<file path="config.mk">
export PLATFORM = sky130hd
export DESIGN_NAME = msg_uart_rx
export DESIGN_NICKNAME = d
export VERILOG_FILES = /design/src/rtl/msgrx_pkg.sv /design/src/rtl/msgrx_ctrl.sv /design/src/rtl/msgrx_dp.sv /design/src/rtl/msg_uart_rx.sv
export SDC_FILE = /design/constraint.sdc
export NUM_CORES = 1
export LEC_CHECK = 0
export BUFFER_PORTS_ARGS = -buffer_cell sky130_fd_sc_hd__buf_4
export CORE_ASPECT_RATIO = 0.8
export CORE_UTILIZATION = 26
export DETAILED_ROUTE_END_ITERATION = 6
export SETUP_SLACK_MARGIN = 0.05
export SYNTH_ARGS = -nofsm -noshare
export SYNTH_HDL_FRONTEND = slang
export SYNTH_SLANG_ARGS = --single-unit
export TNS_END_PERCENT = 5
</file>
<file path="constraint.sdc">
create_clock -name clk -period 2 [get_ports clk]
set_clock_uncertainty 0.2 [all_clocks]
set_input_delay 0.4 -clock clk [delete_from_list [all_inputs] [get_ports clk]]
set_output_delay 0.4 -clock clk [all_outputs]
set_load 0.02 [all_outputs]
</file>
<file path="src/rtl/msgrx_pkg.sv">
package msgrx_pkg;

  typedef enum logic [2:0] {
    RX_ARM,
    RX_IDLE,
    RX_START,
    RX_DATA,
    RX_STOP
  } rxState_t;

  typedef enum logic {
    F_HUNT,
    F_PAY
  } filtState_t;

  // control -> datapath
  typedef struct packed {
    logic clrTick;
    logic incTick;
    logic clrBit;
    logic shiftBit;
    logic frameErr;
    logic openMsg;
    logic fwdByte;
    logic dropByte;
  } ctrlStrobe_t;

  // datapath -> control
  typedef struct packed {
    logic rxSync;
    logic tickMid;
    logic tickLast;
    logic bitLast;
    logic idleOk;
    logic isStartSym;
    logic payLast;
  } dpStatus_t;

endpackage

</file>
<file path="src/rtl/msgrx_ctrl.sv">
module msgrx_ctrl
  import msgrx_pkg::*;
(
  input  logic        clk,
  input  logic        rst,
  input  logic        baudTick,
  input  dpStatus_t   stat,
  output ctrlStrobe_t strb
);

  rxState_t   rxState, rxNext;
  filtState_t filtState, filtNext;
  logic       byteDone;

  always_ff @(posedge clk) begin
    if (rst) begin
      rxState   <= RX_ARM;
      filtState <= F_HUNT;
    end else begin
      rxState   <= rxNext;
      filtState <= filtNext;
    end
  end

  // bit-level receiver sequencing
  always_comb begin
    rxNext        = rxState;
    byteDone      = 1'b0;
    strb.clrTick  = 1'b0;
    strb.incTick  = 1'b0;
    strb.clrBit   = 1'b0;
    strb.shiftBit = 1'b0;
    strb.frameErr = 1'b0;
    case (rxState)
      RX_ARM: begin
        if (stat.idleOk) rxNext = RX_IDLE;
      end
      RX_IDLE: begin
        if (!stat.rxSync) begin
          strb.clrTick = 1'b1;
          rxNext       = RX_START;
        end
      end
      RX_START: begin
        if (baudTick) begin
          if (stat.tickMid) begin
            strb.clrTick = 1'b1;
            if (!stat.rxSync) begin
              strb.clrBit = 1'b1;
              rxNext      = RX_DATA;
            end else begin
              rxNext = RX_IDLE;
            end
          end else begin
            strb.incTick = 1'b1;
          end
        end
      end
      RX_DATA: begin
        if (baudTick) begin
          if (stat.tickLast) begin
            strb.clrTick  = 1'b1;
            strb.shiftBit = 1'b1;
            if (stat.bitLast) rxNext = RX_STOP;
          end else begin
            strb.incTick = 1'b1;
          end
        end
      end
      RX_STOP: begin
        if (baudTick) begin
          if (stat.tickLast) begin
            strb.clrTick = 1'b1;
            rxNext       = RX_IDLE;
            if (stat.rxSync) byteDone = 1'b1;
            else             strb.frameErr = 1'b1;
          end else begin
            strb.incTick = 1'b1;
          end
        end
      end
      default: rxNext = RX_ARM;
    endcase
  end

  // message filter
  always_comb begin
    filtNext      = filtState;
    strb.openMsg  = 1'b0;
    strb.fwdByte  = 1'b0;
    strb.dropByte = 1'b0;
    if (strb.frameErr) begin
      filtNext = F_HUNT;
    end else if (byteDone) begin
      case (filtState)
        F_HUNT: begin
          if (stat.isStartSym) begin
            strb.openMsg = 1'b1;
            filtNext     = F_PAY;
          end else begin
            strb.dropByte = 1'b1;
          end
        end
        F_PAY: begin
          strb.fwdByte = 1'b1;
          if (stat.payLast) filtNext = F_HUNT;
        end
        default: filtNext = F_HUNT;
      endcase
    end
  end

  // a frame may only begin once the idle window has been seen
  p_arm_gate_r3: assert property (@(posedge clk) disable iff (rst)
    (rxState == RX_ARM) |=> (rxState == RX_ARM || rxState == RX_IDLE));

endmodule

</file>
<file path="src/rtl/msgrx_dp.sv">
module msgrx_dp
  import msgrx_pkg::*;
#(
  parameter int OVERSAMPLE  = 16,
  parameter int IDLE_BITS   = 10,
  parameter int PAYLOAD_LEN = 4,
  parameter int DROP_W      = 8,
  parameter logic [7:0] START_A = 8'h01,
  parameter logic [7:0] START_B = 8'h02
) (
  input  logic              clk,
  input  logic              rst,
  input  logic              rxLine,
  input  logic              baudTick,
  input  ctrlStrobe_t       strb,
  output dpStatus_t         stat,
  output logic [7:0]        outData,
  output logic              outValid,
  output logic              outSom,
  output logic              outEom,
  output logic              frameErr,
  output logic [DROP_W-1:0] dropCount
);

  localparam int TICK_W     = $clog2(OVERSAMPLE);
  localparam int IDLE_TICKS = IDLE_BITS * OVERSAMPLE;
  localparam int IDLE_W     = $clog2(IDLE_TICKS + 1);
  localparam int PAY_W      = $clog2(PAYLOAD_LEN + 1);
  localparam logic [DROP_W-1:0] DROP_MAX = {DROP_W{1'b1}};

  logic              rxMeta, rxSync;
  logic [TICK_W-1:0] tickCnt;
  logic [2:0]        bitCnt;
  logic [7:0]        shiftReg;
  logic [IDLE_W-1:0] idleCnt;
  logic [PAY_W-1:0]  payCnt;

  // two-flop synchronizer, idle high
  always_ff @(posedge clk) begin
    if (rst) begin
      rxMeta <= 1'b1;
      rxSync <= 1'b1;
    end else begin
      rxMeta <= rxLine;
      rxSync <= rxMeta;
    end
  end

  // oversample tick and bit counters, data shifter
  always_ff @(posedge clk) begin
    if (rst) begin
      tickCnt  <= '0;
      bitCnt   <= '0;
      shiftReg <= '0;
    end else begin
      if (strb.clrTick)      tickCnt <= '0;
      else if (strb.incTick) tickCnt <= tickCnt + 1'b1;
      if (strb.clrBit)        bitCnt <= '0;
      else if (strb.shiftBit) bitCnt <= bitCnt + 1'b1;
      if (strb.shiftBit) shiftReg <= {rxSync, shiftReg[7:1]};
    end
  end

  // continuous-high window after reset
  always_ff @(posedge clk) begin
    if (rst) begin
      idleCnt <= '0;
    end else if (!rxSync) begin
      idleCnt <= '0;
    end else if (baudTick && idleCnt != IDLE_W'(IDLE_TICKS)) begin
      idleCnt <= idleCnt + 1'b1;
    end
  end

  // payload position
  always_ff @(posedge clk) begin
    if (rst) begin
      payCnt <= '0;
    end else if (strb.openMsg) begin
      payCnt <= '0;
    end else if (strb.fwdByte) begin
      payCnt <= payCnt + 1'b1;
    end
  end

  // registered outputs
  always_ff @(posedge clk) begin
    if (rst) begin
      outData   <= '0;
      outValid  <= 1'b0;
      outSom    <= 1'b0;
      outEom    <= 1'b0;
      frameErr  <= 1'b0;
      dropCount <= '0;
    end else begin
      outValid <= strb.fwdByte;
      outSom   <= strb.fwdByte && (payCnt == '0);
      outEom   <= strb.fwdByte && stat.payLast;
      frameErr <= strb.frameErr;
      if (strb.fwdByte) outData <= shiftReg;
      if (strb.dropByte && dropCount != DROP_MAX) dropCount <= dropCount + 1'b1;
    end
  end

  always_comb begin
    stat.rxSync     = rxSync;
    stat.tickMid    = (tickCnt == TICK_W'(OVERSAMPLE / 2 - 1));
    stat.tickLast   = (tickCnt == TICK_W'(OVERSAMPLE - 1));
    stat.bitLast    = (bitCnt == 3'd7);
    stat.idleOk     = (idleCnt == IDLE_W'(IDLE_TICKS));
    stat.isStartSym = (shiftReg == START_A) || (shiftReg == START_B);
    stat.payLast    = (payCnt == PAY_W'(PAYLOAD_LEN - 1));
  end

  // markers only accompany a forwarded byte
  p_som_valid_r7: assert property (@(posedge clk) disable iff (rst)
    outSom |-> outValid);
  p_eom_valid_r7: assert property (@(posedge clk) disable iff (rst)
    outEom |-> outValid);
  // an errored frame is never forwarded, error is one cycle
  p_err_excl_r4: assert property (@(posedge clk) disable iff (rst)
    frameErr |-> !outValid);
  p_err_pulse_r4: assert property (@(posedge clk) disable iff (rst)
    frameErr |=> !frameErr);
  // drop counter never decreases
  p_drop_mono_r9: assert property (@(posedge clk) disable iff (rst)
    1'b1 |=> dropCount >= $past(dropCount));
  // valid is a single-cycle strobe
  p_valid_pulse_r11: assert property (@(posedge clk) disable iff (rst)
    outValid |=> !outValid);

endmodule

</file>
<file path="src/rtl/msg_uart_rx.sv">
module msg_uart_rx
  import msgrx_pkg::*;
#(
  parameter int OVERSAMPLE  = 16,
  parameter int IDLE_BITS   = 10,
  parameter int PAYLOAD_LEN = 4,
  parameter int DROP_W      = 8,
  parameter logic [7:0] START_A = 8'h01,
  parameter logic [7:0] START_B = 8'h02
) (
  input  logic              clk,
  input  logic              rst,
  input  logic              rxLine,
  input  logic              baudTick,
  output logic [7:0]        outData,
  output logic              outValid,
  output logic              outSom,
  output logic              outEom,
  output logic              frameErr,
  output logic [DROP_W-1:0] dropCount
);

  ctrlStrobe_t strb;
  dpStatus_t   stat;

  msgrx_ctrl i_ctrl (
    .clk      (clk),
    .rst      (rst),
    .baudTick (baudTick),
    .stat     (stat),
    .strb     (strb)
  );

  msgrx_dp #(
    .OVERSAMPLE  (OVERSAMPLE),
    .IDLE_BITS   (IDLE_BITS),
    .PAYLOAD_LEN (PAYLOAD_LEN),
    .DROP_W      (DROP_W),
    .START_A     (START_A),
    .START_B     (START_B)
  ) i_dp (
    .clk       (clk),
    .rst       (rst),
    .rxLine    (rxLine),
    .baudTick  (baudTick),
    .strb      (strb),
    .stat      (stat),
    .outData   (outData),
    .outValid  (outValid),
    .outSom    (outSom),
    .outEom    (outEom),
    .frameErr  (frameErr),
    .dropCount (dropCount)
  );

endmodule

</file>
==> results.py <==
metrics = {
    "yosys": {
        "ys_ff_latch": 52,
        "syn_area_um2": 2380,
        "syn_nets": 290,
        "yosysSeqAreaShare": 0.437,
        "ys_types": 42,
        "synth_async_sr_flop_share": 0,
        "synth_edf_count": 0,
        "synth_top_flop_cell": "dfxtp_1",
        "synth_warnings": 0,
        "synth.avg_cell_area_um2": 8.59,
        "syn_inst": 277,
    },
    "die": {
        "start_util": 0.274,
        "die_area_um2": 9540,
        "core-area_um2": 8670,
        "io_pins": 24,
        "die_w_um": 109,
        "rows": 30,
        "die_h_um": 87.6,
    },
    "placement": {
        "gp_congestion": 0.760,
        "io_buffers": 23,
        "hpwl_um": 3620,
        "pre_cts_ws_ns": -0.0738,
    },
    "route": {
        "postRouteAntennaNets": 0,
        "drt-initial-drc-count": 66,
        "wl_um": 5400,
        "drcViolationCount": 0,
        "wire_per_inst_um": 12.3,
        "via_per_inst": 4.75,
        "firstDrtPassIters": 4,
        "dr_total_vias": 2082,
    },
    "worst_setup_path": {
        "crit_arrival_ns": 2.05,
        "path_cells": "or3b_4 -> nor3_4 -> o211ai_4 -> buf_6 -> or3_1 -> a21oi_1",
        "critPathLaunchType": "register",
        "rr_worst_depth": 6,
        "r2r_start": "i_ctrl.rxState[2]",
        "max_stage_delay_ns": 0.41,
        "crit_slowest_cell": "or3b_4",
        "reg2reg_slack_ns": -0.03,
        "cp-end-kind": "register",
        "path_max_fanout": 5,
        "r2r-end": "i_dp.dropCount[2]",
        "required_ns": 2.03,
        "critPathKind": "register to register",
    },
    "final_layout": {
        "fin_nets": 339,
        "final_common_cell": "buf_4",
        "utilization": 0.360,
        "final_cell_mix": "buf_4 (56), dfxtp_1 (50), a21oi_1 (29)",
        "multi_input_area_um2": 1340,
        "nFillCells": 885,
        "antenna_cells": 0,
        "regArea_um2": 1040,
        "drive_above_1_share": 0.273,
        "syn2layout_area_growth_pct": 31.3,
    },
    "power": {
        "ir_drop_uv": 336,
        "sequentialPowerShare": 0.493,
        "switching_power_mw": 0.514,
        "p_leak_nw": 1.17,
        "p_clk_frac": 0.383,
        "p_per_area_nw_per_um2": 689,
        "power_mw": 2.15,
        "p_int_mw": 1.64,
        "switching_share": 0.239,
        "power_frac_comb": 0.124,
    },
    "global_route": {
        "antenna_found_initial": 0,
        "grt-ovfl-total": 0,
        "grt_max_degree": 22,
        "grt_pass1_wl_um": 8890,
        "first_global_vias": 1912,
        "track_usage": 0.117,
    },
    "clock_tree": {
        "cts-htree-levels": 2,
        "clkTransAtPathRegs_ns": 0.07,
        "clock_latency_ns": 0.29,
        "cts_buffers": 5,
        "clock-root-buffer": "clkbuf_16",
        "cts_tree": "yes",
        "cts_max_path_buffers": 2,
        "cts_hold_buf": 0,
        "numClockSinks": 52,
    },
    "timing": {
        "tightest_slew_ns": 0.506,
        "worst_slack_ns": -0.0280,
        "slew_headroom": 0.661,
        "setup_tns_ns": -0.0675,
        "min_period_ns": 2.03,
        "setup_viol": 4,
        "fmax_ghz": 0.493,
        "fin_hold_ws_ns": 0.0939,
        "maxSlewViolCount": 0,
        "hold_viol_final": 0,
        "rsz0062_at_grt": "true",
        "fin_crit_sh": 1.01,
    },
    "hold_path": {
        "worstHoldPathType": "primary input to register",
        "min-delay-start": "rxLine",
        "whs_path_depth": 2,
        "min_to": "i_dp.rxMeta",
    },
    "flow_run": {
        "max-cap-violations": 0,
    },
    "status": {
        "violations": "setup timing",
        "status": "finished with violations",
    },
}
## worst max-delay path: cells and delay by family, from the launching register on
family | cells | cell delay (ns)
buffers and inverters | 1 | 0.15
and+or+nand+nor | 3 | 1.00
DFF | 1 | 0.33
AOI/OAI and AO/OA | 2 | 0.28
## cells by family (layout without fill, tap and decap cells)
| logic type | count (synthesis) | in the layout | synth area share |
|---|---|---|---|
| multiplexers | 6 | 6 | 0.0252 |
| XOR/XNOR | 11 | 11 | 0.0405 |
| adder cells (fa/ha/maj) | 9 | 9 | 0.0473 |
| buffers and inverters | 25 | 73 | 0.0436 |
| flip-flops | 52 | 52 | 0.437 |
| AND/OR/NAND/NOR | 111 | 111 | 0.249 |
| AO/OA/AOI/OAI | 63 | 64 | 0.157 |
## synth_stat cells (5+ instances only)
| library cell | count | area (um2) |
|---|---|---|
| or4_1 | 5 | 37.5 |
| nand4_1 | 6 | 37.5 |
| xor2_1 | 8 | 70.1 |
| inv_1 | 9 | 33.8 |
| or3_1 | 5 | 31.3 |
| mux2i_1 | 6 | 60.1 |
| nand2b_1 | 5 | 31.3 |
| o31ai_1 | 5 | 37.5 |
| clkbuf_1 | 12 | 45.0 |
| a21oi_1 | 32 | 160 |
| nor3_1 | 5 | 25.0 |
| nand2_1 | 27 | 101 |
| o21ai_0 | 15 | 75.1 |
| dfxtp_1 | 52 | 1040 |
| nand3_1 | 16 | 80.1 |
| nor2_1 | 19 | 71.3 |
| ha_1 | 9 | 113 |
## how the worst max path moves through the flow
stage                       from                end  slack (ns)  cells past startpoint
6_report       i_ctrl.rxState[2]  i_dp.dropCount[2]       -0.03                      6
3_5_place_dp     i_dp.idleCnt[0]  i_ctrl.rxState[2]       -0.07                      9
4_1_cts          i_dp.tickCnt[1]  i_dp.dropCount[5]        0.01                      6
2_1_floorplan  i_ctrl.rxState[0]  i_dp.dropCount[2]       -0.04                      6
5_1_grt        i_ctrl.rxState[2]  i_dp.dropCount[4]       -0.12                      5
3_3_place_gp     i_dp.idleCnt[0]  i_ctrl.rxState[0]       -0.01                      9
## per-stage QoR
step | std cells | cell area [um2]
final | 438 | 3130
after global routing | 438 | 3130
after CTS | 435 | 3040
after detailed placement | 427 | 2860
after global placement | 427 | 2860
after floorplan | 277 | 2380
## sequential cells by signal, summed over array words and instances (netlist names), 3 cells and up
name / flops
i_dp.bitCnt: 3
i_dp.outData: 8
i_dp.payCnt: 3
i_dp.shiftReg: 8
i_dp.tickCnt: 4
i_ctrl.rxState: 3
i_dp.dropCount: 8
i_dp.idleCnt: 8
## metal layers
metal  global-route usage  up-vias  routed length (um)
met3               0.0208        7                 190
met2                0.192       34                2530
met5                    0        -                   0
met4               0.0442        0                  83
met1                0.153      962                2600
li1                     -     1079                   -
## power groups by stage
| stage | clock network, mW | registers (mW) | logic [mW] |
|---|---|---|---|
| CTS | 0.849 | 1.06 | 0.265 |
| finish | 0.825 | 1.06 | 0.268 |
| detailed placement | 0 | 1.08 | 0.242 |
| global placement | 0 | 1.08 | 0.239 |
| floorplan | 0 | 1.09 | 0.146 |
| global route | 0.881 | 1.06 | 0.297 |
## area by class of cell
cell class	count	share of cell area
timing repair buffer	57	0.138
tap	112	0.0448
sequential	52	0.334
clock buffer	5	0.0400
inverter	9	0.0108
clock inverter	2	0.00400
multi-input combinational	201	0.428
## timing repair
item,CTS,global route
endpoints found under the setup margin,7,29
setup buffers,1,2
gates cloned,0,1
pin swaps,4,3
resized for setup,7,15
Power figures use the tool's default switching activity.
